==> config.mk <==
export PLATFORM = sky130hd
export DESIGN_NAME = shadow_xlate_cache
export DESIGN_NICKNAME = d
export VERILOG_FILES = /design/src/rtl/smc_pkg.sv /design/src/rtl/smc_tag_store.sv /design/src/rtl/smc_rr_victim.sv /design/src/rtl/smc_meta_addr_gen.sv /design/src/rtl/shadow_xlate_cache.sv
export SDC_FILE = /design/constraint.sdc
export NUM_CORES = 1
export LEC_CHECK = 0
export BUFFER_PORTS_ARGS = -buffer_cell sky130_fd_sc_hd__buf_2
export CAP_MARGIN = 5
export CORE_MARGIN = 2
export CORE_UTILIZATION = 39
export DETAILED_ROUTE_END_ITERATION = 6
export PLACE_DENSITY = 0.54
export REMOVE_ABC_BUFFERS = 1
export SYNTH_ARGS = -nofsm -noshare
export SYNTH_HDL_FRONTEND = slang
export SYNTH_SLANG_ARGS = --single-unit
==> constraint.sdc <==
create_clock -name clk -period 11.9 [get_ports clk]
set_clock_uncertainty 0.1 [all_clocks]
set_input_delay 2.975 -clock clk [delete_from_list [all_inputs] [get_ports clk]]
set_output_delay 2.975 -clock clk [all_outputs]
set_load 0.01 [all_outputs]
==> src/rtl/smc_pkg.sv <==
package smc_pkg;
  localparam int GRAN_W = 3;
  localparam int ESZ_W  = 2;

  typedef struct packed {
    logic [GRAN_W-1:0] gran;
    logic [ESZ_W-1:0]  esz;
  } smc_cfg_t;
endpackage

==> src/rtl/smc_tag_store.sv <==
module smc_tag_store #(
  parameter int ENTRIES = 8,
  parameter int TAG_W   = 16,
  parameter int META_W  = 32,
  localparam int IDX_W  = $clog2(ENTRIES)
) (
  input  logic                clk,
  input  logic                rst_n,
  input  logic                clear_all,
  input  logic                wr_en,
  input  logic [IDX_W-1:0]    wr_idx,
  input  logic [TAG_W-1:0]    wr_tag,
  input  logic [META_W-1:0]   wr_base,
  input  logic [TAG_W-1:0]    lk_tag,
  output logic [ENTRIES-1:0]  lk_match,
  output logic [META_W-1:0]   lk_base,
  input  logic [TAG_W-1:0]    probe_tag,
  output logic                probe_hit,
  output logic [IDX_W-1:0]    probe_idx
);
  logic [ENTRIES-1:0] vld_q;
  logic [TAG_W-1:0]   tag_q  [ENTRIES];
  logic [META_W-1:0]  base_q [ENTRIES];
  logic [ENTRIES-1:0] probe_match;

  for (genvar i = 0; i < ENTRIES; i++) begin : g_ent
    always_ff @(posedge clk or negedge rst_n) begin
      if (!rst_n) begin
        vld_q[i]  <= 1'b0;
        tag_q[i]  <= '0;
        base_q[i] <= '0;
      end else if (clear_all) begin
        vld_q[i] <= 1'b0;
      end else if (wr_en && wr_idx == IDX_W'(i)) begin
        vld_q[i]  <= 1'b1;
        tag_q[i]  <= wr_tag;
        base_q[i] <= wr_base;
      end
    end
    assign lk_match[i]    = vld_q[i] && (tag_q[i] == lk_tag);
    assign probe_match[i] = vld_q[i] && (tag_q[i] == probe_tag);
  end

  // match vectors are at most one-hot, so an OR of masked bases is a mux
  always_comb begin
    lk_base = '0;
    for (int i = 0; i < ENTRIES; i++) begin
      if (lk_match[i]) lk_base = lk_base | base_q[i];
    end
  end

  always_comb begin
    probe_idx = '0;
    for (int i = 0; i < ENTRIES; i++) begin
      if (probe_match[i]) probe_idx = probe_idx | IDX_W'(i);
    end
  end

  assign probe_hit = |probe_match;
endmodule

==> src/rtl/smc_rr_victim.sv <==
module smc_rr_victim #(
  parameter int ENTRIES = 8,
  localparam int IDX_W  = $clog2(ENTRIES)
) (
  input  logic             clk,
  input  logic             rst_n,
  input  logic             restart,
  input  logic             step,
  output logic [IDX_W-1:0] ptr
);
  localparam logic [IDX_W-1:0] LAST = IDX_W'(ENTRIES - 1);

  function automatic logic [IDX_W-1:0] next_ptr(input logic [IDX_W-1:0] p);
    return (p == LAST) ? '0 : p + 1'b1;
  endfunction

  always_ff @(posedge clk or negedge rst_n) begin
    if (!rst_n)       ptr <= '0;
    else if (restart) ptr <= '0;
    else if (step)    ptr <= next_ptr(ptr);
  end
endmodule

==> src/rtl/smc_meta_addr_gen.sv <==
module smc_meta_addr_gen
  import smc_pkg::*;
#(
  parameter int OFF_W  = 16,
  parameter int META_W = 32
) (
  input  logic [META_W-1:0] base,
  input  logic [OFF_W-1:0]  low,
  input  smc_cfg_t          cfg,
  input  logic              hit,
  output logic [META_W-1:0] meta_addr
);
  function automatic logic [META_W-1:0] chunk_offset(
    input logic [OFF_W-1:0]  lo,
    input logic [GRAN_W-1:0] g,
    input logic [ESZ_W-1:0]  e
  );
    logic [META_W-1:0] wide;
    wide = META_W'(lo);
    return (wide >> g) << e;
  endfunction

  assign meta_addr = hit ? (base + chunk_offset(low, cfg.gran, cfg.esz)) : '0;
endmodule

==> src/rtl/shadow_xlate_cache.sv <==
module shadow_xlate_cache
  import smc_pkg::*;
#(
  parameter int ADDR_W  = 32,
  parameter int TAG_W   = 16,
  parameter int META_W  = 32,
  parameter int ENTRIES = 8
) (
  input  logic              clk,
  input  logic              rst_n,
  input  logic [2:0]        cfg_gran_shift,
  input  logic [1:0]        cfg_elem_log2,
  input  logic              lk_valid,
  input  logic [ADDR_W-1:0] lk_addr,
  output logic              lk_hit,
  output logic              lk_miss,
  output logic [META_W-1:0] lk_meta_addr,
  input  logic              fill_en,
  input  logic [TAG_W-1:0]  fill_tag,
  input  logic [META_W-1:0] fill_base,
  input  logic              inv_all
);
  localparam int OFF_W = ADDR_W - TAG_W;
  localparam int IDX_W = $clog2(ENTRIES);

  // named internal events, observed by the bound checker
  logic [ENTRIES-1:0] hit_vec;
  logic [META_W-1:0]  hit_base;
  logic               fill_go;
  logic               fill_known;
  logic [IDX_W-1:0]   known_idx;
  logic               fill_alloc;
  logic [IDX_W-1:0]   victim;
  logic [IDX_W-1:0]   wr_idx;
  smc_cfg_t           cfg;

  assign cfg.gran = cfg_gran_shift;
  assign cfg.esz  = cfg_elem_log2;

  assign fill_go    = fill_en && !inv_all;
  assign fill_alloc = fill_go && !fill_known;
  assign wr_idx     = fill_known ? known_idx : victim;

  smc_tag_store #(.ENTRIES(ENTRIES), .TAG_W(TAG_W), .META_W(META_W)) u_store (
    .clk      (clk),
    .rst_n    (rst_n),
    .clear_all(inv_all),
    .wr_en    (fill_go),
    .wr_idx   (wr_idx),
    .wr_tag   (fill_tag),
    .wr_base  (fill_base),
    .lk_tag   (lk_addr[ADDR_W-1 -: TAG_W]),
    .lk_match (hit_vec),
    .lk_base  (hit_base),
    .probe_tag(fill_tag),
    .probe_hit(fill_known),
    .probe_idx(known_idx)
  );

  smc_rr_victim #(.ENTRIES(ENTRIES)) u_rr (
    .clk    (clk),
    .rst_n  (rst_n),
    .restart(inv_all),
    .step   (fill_alloc),
    .ptr    (victim)
  );

  assign lk_hit  = lk_valid && (|hit_vec);
  assign lk_miss = lk_valid && !(|hit_vec);

  smc_meta_addr_gen #(.OFF_W(OFF_W), .META_W(META_W)) u_agen (
    .base     (hit_base),
    .low      (lk_addr[OFF_W-1:0]),
    .cfg      (cfg),
    .hit      (lk_hit),
    .meta_addr(lk_meta_addr)
  );
endmodule

Yosys cells after proc, flatten, opt, wreduce, memory -nomap -nowiden
Index checks and enable logic that the tools add are counted.
{"block": "totals", "in_bits": 90, "regBits": 395, "wordCells": 148, "out_inout_bits": 34}
{"block": "op_classes", "muxes": 36, "addsub": 2, "bitwise_logic": 8, "reduce_logical": 51, "shift": 2, "eq_ne": 24}
{"operator": "32-bit 2-to-1 mux", "count": 9}
{"operator": "16-bit == test", "count": 16}
{"operator": "32-bit bitwise OR", "count": 7}
{"operator": "32-bit adder", "count": 1}
{"operator": "32-bit by 2-bit left shift with 32-bit output", "count": 1}
{"operator": "16-bit by 3-bit >> shifter with 32-bit output", "count": 1}
{"operator": "1-bit logical AND", "count": 28}
{"operator": "3-bit 2-to-1 mux", "count": 8}
{"operator": "2-bit nonzero test", "count": 9}
{"operator": "1-bit 2-to-1 mux", "count": 17}
{"operator": "2-bit AND reduction", "count": 8}
{"operator": "8-bit OR reduction", "count": 2}
{"operator": "3-bit == test, second input constant", "count": 5}
{"operator": "3-bit by 2-bit == test with 1-bit output, second input constant", "count": 2}
{"operator": "2-bit 2-to-1 mux", "count": 2}
{"operator": "3-bit by 1-bit adder with 3-bit output, second input constant", "count": 1}
{"operator": "3-bit by 1-bit == test with 1-bit output, second input constant", "count": 1}
{"operator": "1-bit zero test", "count": 3}
{"operator": "3-bit zero test", "count": 1}
{"operator": "1-bit NOT", "count": 1}

Depth between registers and ports, before layout
Gate-level depths: netlist (run 1).
{"block": "depth", "depth_word": 19, "depth_mapped": 25, "ltp_nobuf": 22}

Cells and area by module
From an unflattened synthesis (run 1), not the netlist that was laid out.
{"block": "hier_totals", "hier_cells": 2026, "area_unflattened_um2": 23178.5}
{"module": "smc_tag_store", "n_inst": 1, "cells_per_inst": 1642, "seq_area_each_um2": 9809.4, "area_per_inst_um2": 20294.5}
{"module": "smc_meta_addr_gen", "n_inst": 1, "cells_per_inst": 363, "seq_area_each_um2": 0.0, "area_per_inst_um2": 2647.5}
{"module": "smc_rr_victim", "n_inst": 1, "cells_per_inst": 12, "seq_area_each_um2": 75.1, "area_per_inst_um2": 151.4}
{"module": "shadow_xlate_cache", "n_inst": 1, "cells_per_inst": 9, "seq_area_each_um2": 0.0, "area_per_inst_um2": 85.1}

Least setup slack after synthesis (run 1)
No wires, ideal clock.
{"block": "synth_timing", "kind": "input port to output port", "start": "in lk_addr[19]", "end": "out lk_meta_addr[24]", "path_stages": 25, "required_time_ns": 8.825, "path_buffers": 4, "arrival_time_ns": 7.666, "setup_slack_ns": 1.159, "path_cell_list": "buf_2 > xnor2_1 > nand4_1 > nor4_1 > and2_1 > buf_4 > clkbuf_1 > clkbuf_1 > a22oi_1 > nand3_1 > ha_1 > inv_1 > fa_1 > nor2b_1 > o21ai_0 > a21o_1 > a211o_1 > nor4_1 > nor4_1 > o31ai_1 > a21o_1 > a21o_1 > o211ai_1 > xnor2_1 > nor2_1"}
{"block": "synth_between", "elab_chain_len": 19, "word_cells_on_any_way": 35, "classes_between": "1 x add/sub; 8 x eq/ne; 9 x mux; 7 x bitwise; 10 x reduce/logical"}
{"element": "from (decl)", "line": "shadow_xlate_cache.sv:14", "rtl": "input logic [ADDR_W-1:0] lk_addr,"}
{"element": "16-bit == test", "line": "smc_tag_store.sv:40", "rtl": "assign lk_match[i] = vld_q[i] && (tag_q[i] == lk_tag);"}
{"element": "1-bit logical AND", "line": "smc_tag_store.sv:40"}
{"element": "32-bit 2-to-1 mux", "line": "smc_tag_store.sv:48", "rtl": "if (lk_match[i]) lk_base = lk_base | base_q[i];"}
{"element": "32-bit bitwise OR", "line": "smc_tag_store.sv:48"}
{"element": "32-bit 2-to-1 mux", "line": "smc_tag_store.sv:48"}
{"element": "32-bit bitwise OR", "line": "smc_tag_store.sv:48"}
{"element": "32-bit 2-to-1 mux", "line": "smc_tag_store.sv:48"}
{"element": "32-bit bitwise OR", "line": "smc_tag_store.sv:48"}
{"element": "[3 not listed]"}
{"element": "32-bit bitwise OR", "line": "smc_tag_store.sv:48"}
{"element": "32-bit 2-to-1 mux", "line": "smc_tag_store.sv:48"}
{"element": "32-bit bitwise OR", "line": "smc_tag_store.sv:48"}
{"element": "32-bit 2-to-1 mux", "line": "smc_tag_store.sv:48"}
{"element": "32-bit bitwise OR", "line": "smc_tag_store.sv:48"}
{"element": "32-bit 2-to-1 mux", "line": "smc_tag_store.sv:48"}
{"element": "32-bit adder", "line": "smc_meta_addr_gen.sv:23", "rtl": "assign meta_addr = hit ? (base + chunk_offset(low, cfg.gran, cfg.esz)) : '0;"}
{"element": "32-bit 2-to-1 mux *", "line": "smc_meta_addr_gen.sv:23"}
{"element": "to (decl)", "line": "shadow_xlate_cache.sv:17", "rtl": "output logic [META_W-1:0] lk_meta_addr,"}
Every way passes the cells marked *; elsewhere a longest branch is shown, timed or not.

Worst setup path in the final report (run 1)
{"block": "layout_timing", "start": "in lk_addr[23]", "end": "out lk_meta_addr[31]"}
The elaborated chain is that of the path after synthesis.

==> results_dict.tcl, run 1 <==
set metrics [dict create \
    outcome "finished clean" \
    coreArea_um2 53800 \
    rsz0062_at_grt "no" \
    critPathLaunchType "primary input" \
    die_height_um 237 \
    r2r_end "u_store.base_q[56]" \
    overflow 0 \
    clock_sinks 395 \
    clkLatencyLatePin_ns 0.59 \
    cts-buffers-inserted 45 \
    rrSetupSlack_ns 7.12 \
    vias_per_cell 5.54 \
    drt_iter0_drc 927 \
    dp_hpwl_um 39400 \
    drv_slew 0 \
    postRouteAntennaNets 0 \
    io_buffers 123 \
    maxCapViolations 0 \
    track_usage_pct 21.5 \
    antenna_found_initial 3 \
    post_drt_wl_per_cell_um 23.2 \
    cts_root_buffer "clkbuf_16" \
    cts_tree "yes" \
    relSlewSlack_pct 24.0 \
    ios 124 \
    netlist_top_cells_area "dfrtp_1 46%, mux2_2 21%, xnor2_1 8.2%, xor2_1 3.5%, a22oi_1 2.0%" \
    vias 14352 \
    power_switching_mw 1.10 \
    cts_resized 0 \
    grt_pass1_wl_um 92400 \
    leakagePower_nw 10.9 \
    drtPass1Iterations 5 \
    async_flop_share_pct 100 \
    tightest_slew_ns 1.14 \
    fin_crit_sh_pct 96.7 \
    hold_buffers 0 \
    drc_errors 0 \
    initial_utilization_pct 39.5 \
    whs_endpoint "u_store.vld_q[1]" \
    gp_congestion 0.875 \
    yosys_warnings 0 \
    max_freq_mhz 86.9 \
    fin_setup_tns_ns 0 \
    yosys-top-cells-count "395 x dfrtp_1, 388 x mux2_2, 198 x xnor2_1" \
    clock_path_buffers 3 \
    power.density_nw_per_um2 166 \
    hold_viol 0 \
    yosysMostFrequentCell "dfrtp_1" \
    syn_area_um2 21300 \
    fp-row-count 85 \
    hold_path_depth 1 \
    p_seq_share_pct 46.6 \
    syn-mean-instance-area_um2 11.9 \
    cp_cell_sequence "buf_2, xnor2_1, nand4_1, nor4_1, buf_4, and2_1, buf_4, a22oi_1, nand3_1, ha_1, o21a_1, a2111oi_0, nor3_1, nor2_1, a21oi_1, a31oi_1, nand2b_1, o21a_1, o21ai_1, buf_4, and4b_1, xnor2_1, nor2_1, buf_2" \
    pwr-share-comb_pct 17.1 \
    path_class "in -> out" \
    power.internal_mw 2.89 \
    final_cells 2592 \
    crit_top_cell "buf_4" \
    grt_max_degree 127 \
    crit_slowest_cell "nor4_1" \
    worstReg2RegStart "u_store.tag_q[7]" \
    fp.dieW_um 237 \
    synth-main-ff-cell "dfrtp_1" \
    synth_cells 1783 \
    cpPeakStageDelay_ns 0.63 \
    arrival_ns 8.43 \
    setup_viol 0 \
    reg2reg_depth 12 \
    clk_pin_slew_worst_paths_ns 0.06 \
    htree_levels 2 \
    synth.distinct_cells 58 \
    fill_cells 5059 \
    hold_path_class "reg -> reg" \
    routed_wl_um 60200 \
    finish.utilization_pct 44.6 \
    post-route-min-period_ns 11.51 \
    grt_pass1_vias 15020 \
    vdd_drop_max_v 0.0000867 \
    dp.cells 2507 \
    cts_setup_buffers 0 \
    power_frac_clock_pct 36.3 \
    cp.required_ns 8.83 \
    syn_to_final_growth_pct 12.9 \
    ys_ff_latch 395 \
    hp-start "u_store.vld_q[1]" \
    synth_top_cell_by_area "dfrtp_1" \
    synth_seq_area_share_pct 46.5 \
    nets 1970 \
    critPathMaxFanout 9 \
    critical_path.endpoint_type "output port" \
    switching_share_pct 27.6 \
    final_layout_size_suffix_gt1_share_pct 33.9 \
    synth_edf_count 0 \
    die_area_um2 56400 \
    synth_top_area_share_pct 46.5 \
]
per-layer routing:
metal  wire, µm  vias up  global-route usage [%]
li1           -     6553                       -
met3       2400      103                    2.94
met4       1740        0                    6.98
met5          0        -                       0
met1      26800     7369                    28.2
met2      29200      327                    36.6
critical path, delay by kind of cell:
kind                       cells  cell delay [ns]
and+or+nand+nor                9             2.05
AOI/OAI and AO/OA              7             1.64
buffers and inverters          5             1.15
xor gates and xnor gates       2             0.31
adders and majority gates      1             0.27
power groups by stage:
stage / Combinational [mW] / Sequential, mW / Clock, mW
finish: 0.683 / 1.86 / 1.45
global route: 0.750 / 1.89 / 1.54
CTS: 0.691 / 1.86 / 1.48
detailed placement: 0.688 / 1.88 / 0
global placement: 0.671 / 1.87 / 0
floorplan: 0.512 / 1.80 / 0
how the worst max path moves through the flow:
stage	start	cells after the start	end
2_1_floorplan	lk_addr[28]	20	lk_meta_addr[25]
3_3_place_gp	lk_addr[31]	25	lk_meta_addr[24]
3_5_place_dp	lk_addr[31]	25	lk_meta_addr[24]
4_1_cts	lk_addr[31]	25	lk_meta_addr[24]
5_1_grt	lk_addr[23]	24	lk_meta_addr[24]
6_report	lk_addr[23]	24	lk_meta_addr[31]
area by class of cell:
type / count / area [µm²] / share of cell area (%)
tap: 696 / 871 / 3.63
inverter: 17 / 63.8 / 0.266
antenna: 3 / 7.51 / 0.0313
timing repair buffer: 155 / 878 / 3.66
multi-input combinational: 1244 / 10800 / 44.8
clock buffer: 63 / 1290 / 5.39
sequential: 395 / 9880 / 41.2
clock inverter: 19 / 253 / 1.05
registers in the layout (all words and copies together) (netlist names):
| register | flops |
|---|---|
| u_rr.ptr | 3 |
| u_store.base_q | 256 |
| u_store.tag_q | 128 |
| u_store.vld_q | 8 |
per-stage QoR:
step	total power, mW	hold WS [ns]	area, µm²	setup WS, ns
detailed placement	2.57	0.386	22500	0.495
floorplan	2.31	0.363	20700	1.33
CTS	4.03	0.399	24000	0.490
global placement	2.54	0.377	22500	0.548
global route	4.18	0.410	24000	0.0388
finish	3.99	0.394	24000	0.395
logic make-up (layout without fill, tap and decap cells):
logic type               count (synthesis)  count (layout)  synth area share, %
multiplexers                           426             426                 22.4
flip-flops                             395             395                 46.5
AND/OR/NAND/NOR                        309             309                 7.93
XOR/XNOR                               284             284                 11.7
AO/OA/AOI/OAI                          203             203                 7.04
buffers and inverters                  144             254                 3.14
adder cells (fa/ha/maj)                 22              22                 1.33
other                                    0               3                    0
cell usage in the layout (no fill, tap or decap), types with 26 or more instances in the layout:
master	n
a221oi_1	26
a22o_1	35
a22oi_1	58
buf_2	122
buf_4	31
clkbuf_16	45
dfrtp_1	395
mux2_2	388
mux2i_1	32
nand2_1	49
nand3_1	53
nand4_1	44
nor2_1	55
xnor2_1	198
xor2_1	86
Power figures use the tool's default switching activity.
==> run 2: changes to the inputs <==
--- a/config.mk
+++ b/config.mk
@@ -11,6 +11,7 @@
 export CORE_UTILIZATION = 39
 export DETAILED_ROUTE_END_ITERATION = 6
 export PLACE_DENSITY = 0.54
+export RECOVER_POWER = 25
 export REMOVE_ABC_BUFFERS = 1
 export SYNTH_ARGS = -nofsm -noshare
 export SYNTH_HDL_FRONTEND = slang
==> run 2 against run 1 <==
Against the previous run: the flow now finishes with violations (max-capacitance violations, max-slew violations); core utilization hardly changed; count of clock-buffer cells in the layout stayed put; die area stayed put; wire length is 0.34% lower; first-iteration DRC count is 0.65% lower; combinational power hardly changed; critical endpoint is now lk_meta_addr[24]; clock power hardly changed; cell area hardly changed; critical path depth stayed put; cell count stayed put.
==> results_dict.tcl, run 2 (same netlist as run 1, synthesis figures left out) <==
set metrics [dict create \
    outcome "complete, but fails checks" \
    violations "max-capacitance violations, max-slew violations" \
    final_layout_size_suffix_gt1_share_pct 33.9 \
    dp.cells 2507 \
    gp_congestion 0.875 \
    tightest_slew_ns 6.57 \
    power_frac_clock_pct 36.3 \
    hold_buffers 0 \
    drt_iter0_drc 921 \
    ios 124 \
    nets 1970 \
    critPathLaunchType "primary input" \
    coreArea_um2 53800 \
    routed_wl_um 60000 \
    die_area_um2 56400 \
    path_class "in -> out" \
    hold_viol 0 \
    die_height_um 237 \
    clk_pin_slew_worst_paths_ns 0.06 \
    finish.utilization_pct 44.6 \
    dp_hpwl_um 39400 \
    fill_cells 5061 \
    postRouteAntennaNets 0 \
    cts-buffers-inserted 45 \
    fp.dieW_um 237 \
    clock_sinks 395 \
    antenna_found_initial 3 \
    fp-row-count 85 \
    power.internal_mw 2.89 \
    clkLatencyLatePin_ns 0.59 \
    power.density_nw_per_um2 166 \
    reg2reg_depth 12 \
    clock_path_buffers 3 \
    cts_setup_buffers 0 \
    overflow 0 \
    hold_path_depth 1 \
    switching_share_pct 27.5 \
    maxCapViolations 1 \
    grt_pass1_vias 15020 \
    htree_levels 2 \
    cp.required_ns 8.83 \
    pwr-share-comb_pct 17.1 \
    hold_path_class "reg -> reg" \
    track_usage_pct 21.5 \
    initial_utilization_pct 39.5 \
    leakagePower_nw 10.9 \
    setup_viol 0 \
    post_drt_wl_per_cell_um 23.1 \
    max_freq_mhz 87.1 \
    p_seq_share_pct 46.6 \
    layout_commonest_cell "dfrtp_1" \
    vias_per_cell 5.52 \
    rsz0062_at_grt "no" \
    power_switching_mw 1.10 \
    fin_setup_tns_ns 0 \
    grt_pass1_wl_um 92400 \
    post-route-min-period_ns 11.47 \
    syn_to_final_growth_pct 12.9 \
    cts_tree "yes" \
    grt_max_degree 127 \
    fin_crit_sh_pct 96.4 \
    fin_total_pwr_mw 3.99 \
    biggestRegsByFlops "u_store.base_q (256), u_store.tag_q (128), u_store.vld_q (8)" \
    drc_errors 0 \
    drv_slew 120 \
    drtPass1Iterations 5 \
    relSlewSlack_pct -338 \
    final_cells 2592 \
    critical_path.endpoint_type "output port" \
    vdd_drop_max_v 0.0000866 \
    layout_common_cells "395 x dfrtp_1, 388 x mux2_2, 198 x xnor2_1" \
    top_register "u_store.base_q" \
    io_buffers 123 \
    cts_resized 0 \
    whs_ns 0.393 \
    cts_root_buffer "clkbuf_16" \
    largest_reg_flops 256 \
    vias 14310 \
    critPathMaxFanout 9 \
    arrival_ns 8.40 \
]
[run 2: area by class of cell]
type | instances | area (µm²) | area share, %
Clock buffer | 63 | 1290 | 5.39
Timing Repair Buffer | 155 | 867 | 3.61
Antenna cell | 3 | 7.51 | 0.0313
Clock inverter | 19 | 253 | 1.05
Sequential cell | 395 | 9880 | 41.2
Multi-Input combinational cell | 1244 | 10800 | 44.8
Tap cell | 696 | 871 | 3.63
Inverter | 17 | 63.8 | 0.266
[run 2: path summary, 6_finish.rpt]
kind	end	slack (ns)	from
setup / recovery	lk_meta_addr[24]	0.43	lk_addr[23]
hold / removal	u_store.vld_q[1]	0.39	u_store.vld_q[1]
setup reg to reg	u_store.base_q[56]	7.12	u_store.tag_q[7]
hold reg to reg	u_store.vld_q[1]	0.39	u_store.vld_q[1]
max in group asynchronous	u_store.base_q[151]	3.21	rst_n
min in group asynchronous	u_store.tag_q[37]	4.67	rst_n
[run 2: power by group through the flow]
stage | Sequential (mW) | Clock (mW) | Combinational, mW
after floorplan | 1.80 | 0 | 0.512
after global placement | 1.87 | 0 | 0.671
after detailed placement | 1.88 | 0 | 0.688
after CTS | 1.86 | 1.48 | 0.691
after global routing | 1.89 | 1.54 | 0.750
final | 1.86 | 1.45 | 0.683
[run 2: layer usage]
layer  GRT usage [%]  share of wire (%)  up-vias  wire length (µm)
met5               0                  0        -                 0
met4            6.98                2.9        0              1760
met3            2.94                3.9      103              2350
met2            36.6                 49      313             29200
met1            28.2                 44     7340             26700
li1                -                  -     6554                 -
[run 2: stage by stage]
| step | instance area, µm² | setup WS (ns) |
|---|---|---|
| global placement | 22500 | 0.548 |
| floorplan | 20700 | 1.33 |
| detailed placement | 22500 | 0.495 |
| CTS | 24000 | 0.490 |
| global route | 24000 | 0.0388 |
| finish | 24000 | 0.425 |
[run 2: worst max-delay path, cell delays in order]
cell and delay, ns:
buf_2 0.33, xnor2_1 0.17, nand4_1 0.11, nor4_1 0.59, buf_4 0.26, and2_1 0.44, a22oi_1 0.16, nand3_1 0.13
ha_1 0.19, inv_1 0.07, fa_1 0.45, nor2b_1 0.19, o21ai_0 0.13, a21o_1 0.19, a211o_1 0.31, nor4_1 0.32
nor4_1 0.12, o31ai_1 0.23, a21o_1 0.18, a21o_1 0.31, o211ai_1 0.16, xnor2_1 0.15, nor2_1 0.08, buf_2 0.13
==> run 3: changes to the inputs <==
--- a/config.mk
+++ b/config.mk
@@ -9,8 +9,9 @@
 export CAP_MARGIN = 5
 export CORE_MARGIN = 2
 export CORE_UTILIZATION = 39
+export CTS_CLUSTER_SIZE = 30
 export DETAILED_ROUTE_END_ITERATION = 6
-export PLACE_DENSITY = 0.54
+export PLACE_DENSITY_LB_ADDON = 0.2
 export RECOVER_POWER = 25
 export REMOVE_ABC_BUFFERS = 1
 export SYNTH_ARGS = -nofsm -noshare
==> constraint.sdc (replaced) <==
create_clock -name clk -period 11.9 [get_ports clk]
set_clock_uncertainty 0.1 [all_clocks]
set_input_delay 3.57 -clock clk [delete_from_list [all_inputs] [get_ports clk]]
set_output_delay 3.57 -clock clk [all_outputs]
set_load 0.01 [all_outputs]
==> run 3 against run 2 <==
Against the previous run: the run still ends with max-capacitance violations, max-slew violations left; sequential share of layout area decreased by 1.7 points; power increased by 0.74%; register-to-register slack got worse by 0.09 ns; critical path type unchanged; largest cell class unchanged; largest power group unchanged.
==> results_dict.tcl, run 3 (same netlist as run 1, synthesis figures left out) <==
set metrics [dict create \
    fp-row-count 85 \
    max_freq_mhz 84.6 \
    grt_pass1_wl_um 93900 \
    routed_wl_um 60600 \
    nets 2072 \
    dp_hpwl_um 40200 \
    coreArea_um2 53800 \
    drt_iter0_drc 906 \
    top_register "u_store.base_q" \
    die_height_um 237 \
    clock_path_buffers 3 \
    track_usage_pct 21.6 \
    arrival_ns 8.16 \
    initial_utilization_pct 39.5 \
    fin_crit_sh_pct 99.4 \
    vdd_drop_max_v 0.0000967 \
    drv_slew 237 \
    die_area_um2 56400 \
    gp_congestion 0.834 \
    hold_buffers 0 \
    overflow 0 \
    pwr-share-comb_pct 17.9 \
    postRouteAntennaNets 0 \
    antenna_found_initial 1 \
    tightest_slew_ns 5.69 \
    cts_root_buffer "clkbuf_16" \
    p_seq_share_pct 46.1 \
    fin_total_pwr_mw 4.02 \
    ios 124 \
    vias_per_cell 5.47 \
    io_buffers 123 \
    switching_share_pct 27.5 \
    clock_sinks 395 \
    vias 14726 \
    setup_viol 0 \
    largest_reg_flops 256 \
    critPathLaunchType "primary input" \
    rsz0062_at_grt "yes" \
    power_switching_mw 1.11 \
    post-route-min-period_ns 11.83 \
    relSlewSlack_pct -279 \
    cp.required_ns 8.23 \
    whs_ns 0.400 \
    syn_to_final_growth_pct 17.9 \
    cts-buffers-inserted 46 \
    path_class "in -> out" \
    power.density_nw_per_um2 160 \
    leakagePower_nw 11.5 \
    maxCapViolations 3 \
    final_layout_size_suffix_gt1_share_pct 39.1 \
    critPathMaxFanout 6 \
    htree_levels 2 \
    clk_pin_slew_worst_paths_ns 0.06 \
    power.internal_mw 2.91 \
    grt_max_degree 100 \
    drtPass1Iterations 4 \
    fp.dieW_um 237 \
    post_drt_wl_per_cell_um 22.5 \
    hold_viol 0 \
    layout_commonest_cell "dfrtp_1" \
    grt_pass1_vias 15481 \
    power_frac_clock_pct 36.1 \
    outcome "complete, but fails checks" \
    clkLatencyLatePin_ns 0.59 \
    fill_cells 4974 \
    critical_path.endpoint_type "output port" \
    biggestRegsByFlops "u_store.base_q (256), u_store.tag_q (128), u_store.vld_q (8)" \
    dp.cells 2596 \
    violations "max-capacitance violations, max-slew violations" \
    drc_errors 0 \
    hold_path_class "reg -> reg" \
    layout_common_cells "395 x dfrtp_1, 388 x mux2_2, 197 x xnor2_1" \
    final_cells 2694 \
    cts_tree "yes" \
]
[run 3: timing repair]
item	in CTS	in global routing
resized for setup	23	48
gates cloned	0	0
setup buffers	1	12
pin swaps	8	34
setup endpoints to repair	13	14
[run 3: metal layers]
metal	GRT usage (%)	part of all wire (%)	up-vias
li1	-	-	6762
met1	29.0	45	7613
met2	36.7	49	266
met3	2.87	3.5	85
met4	5.83	2.2	0
met5	0	0	-
[run 3: cell type report]
| cell class | instances | area (µm²) | area share [%] |
|---|---|---|---|
| Multi-Input combinational cell | 1244 | 11000 | 43.8 |
| Sequential cell | 395 | 9880 | 39.4 |
| Timing Repair Buffer | 256 | 1700 | 6.79 |
| Clock buffer | 65 | 1330 | 5.32 |
| Tap cell | 696 | 871 | 3.48 |
| Clock inverter | 19 | 224 | 0.894 |
| Inverter | 17 | 63.8 | 0.255 |
| Antenna cell | 2 | 5.00 | 0.0200 |
[run 3: final timing paths]
kind                                    start            endpoint  slack (ns)  depth (start not counted)
min reg2reg                u_store.base_q[99]  u_store.base_q[99]        0.40                          1
min                        u_store.base_q[99]  u_store.base_q[99]        0.40                          1
max                               lk_addr[17]    lk_meta_addr[24]        0.07                         25
max reg2reg                 u_store.tag_q[12]   u_store.tag_q[99]        7.03                         13
min in group asynchronous               rst_n   u_store.tag_q[26]        4.94                          1
max in group asynchronous               rst_n  u_store.base_q[21]        2.75                          2
[run 3: critical path: stages]
cell and delay (ns):
buf_2 0.16, buf_4 0.18, xor2_1 0.16, nor4_1 0.28
nand4_1 0.31, nor3_4 0.33, buf_6 0.15, and2_1 0.13
a2111o_1 0.13, inv_1 0.06, fa_2 0.39, nor2b_4 0.14
o21ai_2 0.08, a21o_1 0.18, a211o_1 0.35, nor4_4 0.24
nor4_2 0.10, o31ai_1 0.25, a21o_1 0.18, a21o_1 0.16
buf_12 0.13, o211ai_1 0.10, xnor2_1 0.15, nor2_1 0.10
buf_2 0.13
[run 3: power groups by stage]
| stage | clock (mW) | combinational (mW) | sequential (mW) |
|---|---|---|---|
| 4_1_cts | 1.48 | 0.715 | 1.85 |
| 3_3_place_gp | 0 | 0.692 | 1.86 |
| 2_1_floorplan | 0 | 0.512 | 1.80 |
| 6_report | 1.45 | 0.718 | 1.85 |
| 3_5_place_dp | 0 | 0.708 | 1.87 |
| 5_1_grt | 1.54 | 0.788 | 1.89 |
[run 3: through the flow]
stage / utilization, % / instance area, µm² / TNS [ns] / setup WS (ns)
after floorplan: - / 20700 / 0 / 0.143
after global placement: 43.0 / 23100 / -2.55 / -0.381
after detailed placement: 43.0 / 23100 / -2.80 / -0.360
after CTS: 46.1 / 24800 / -0.00845 / -0.00845
after global routing: 46.6 / 25100 / -0.916 / -0.180
final: 46.6 / 25100 / 0 / 0.0732
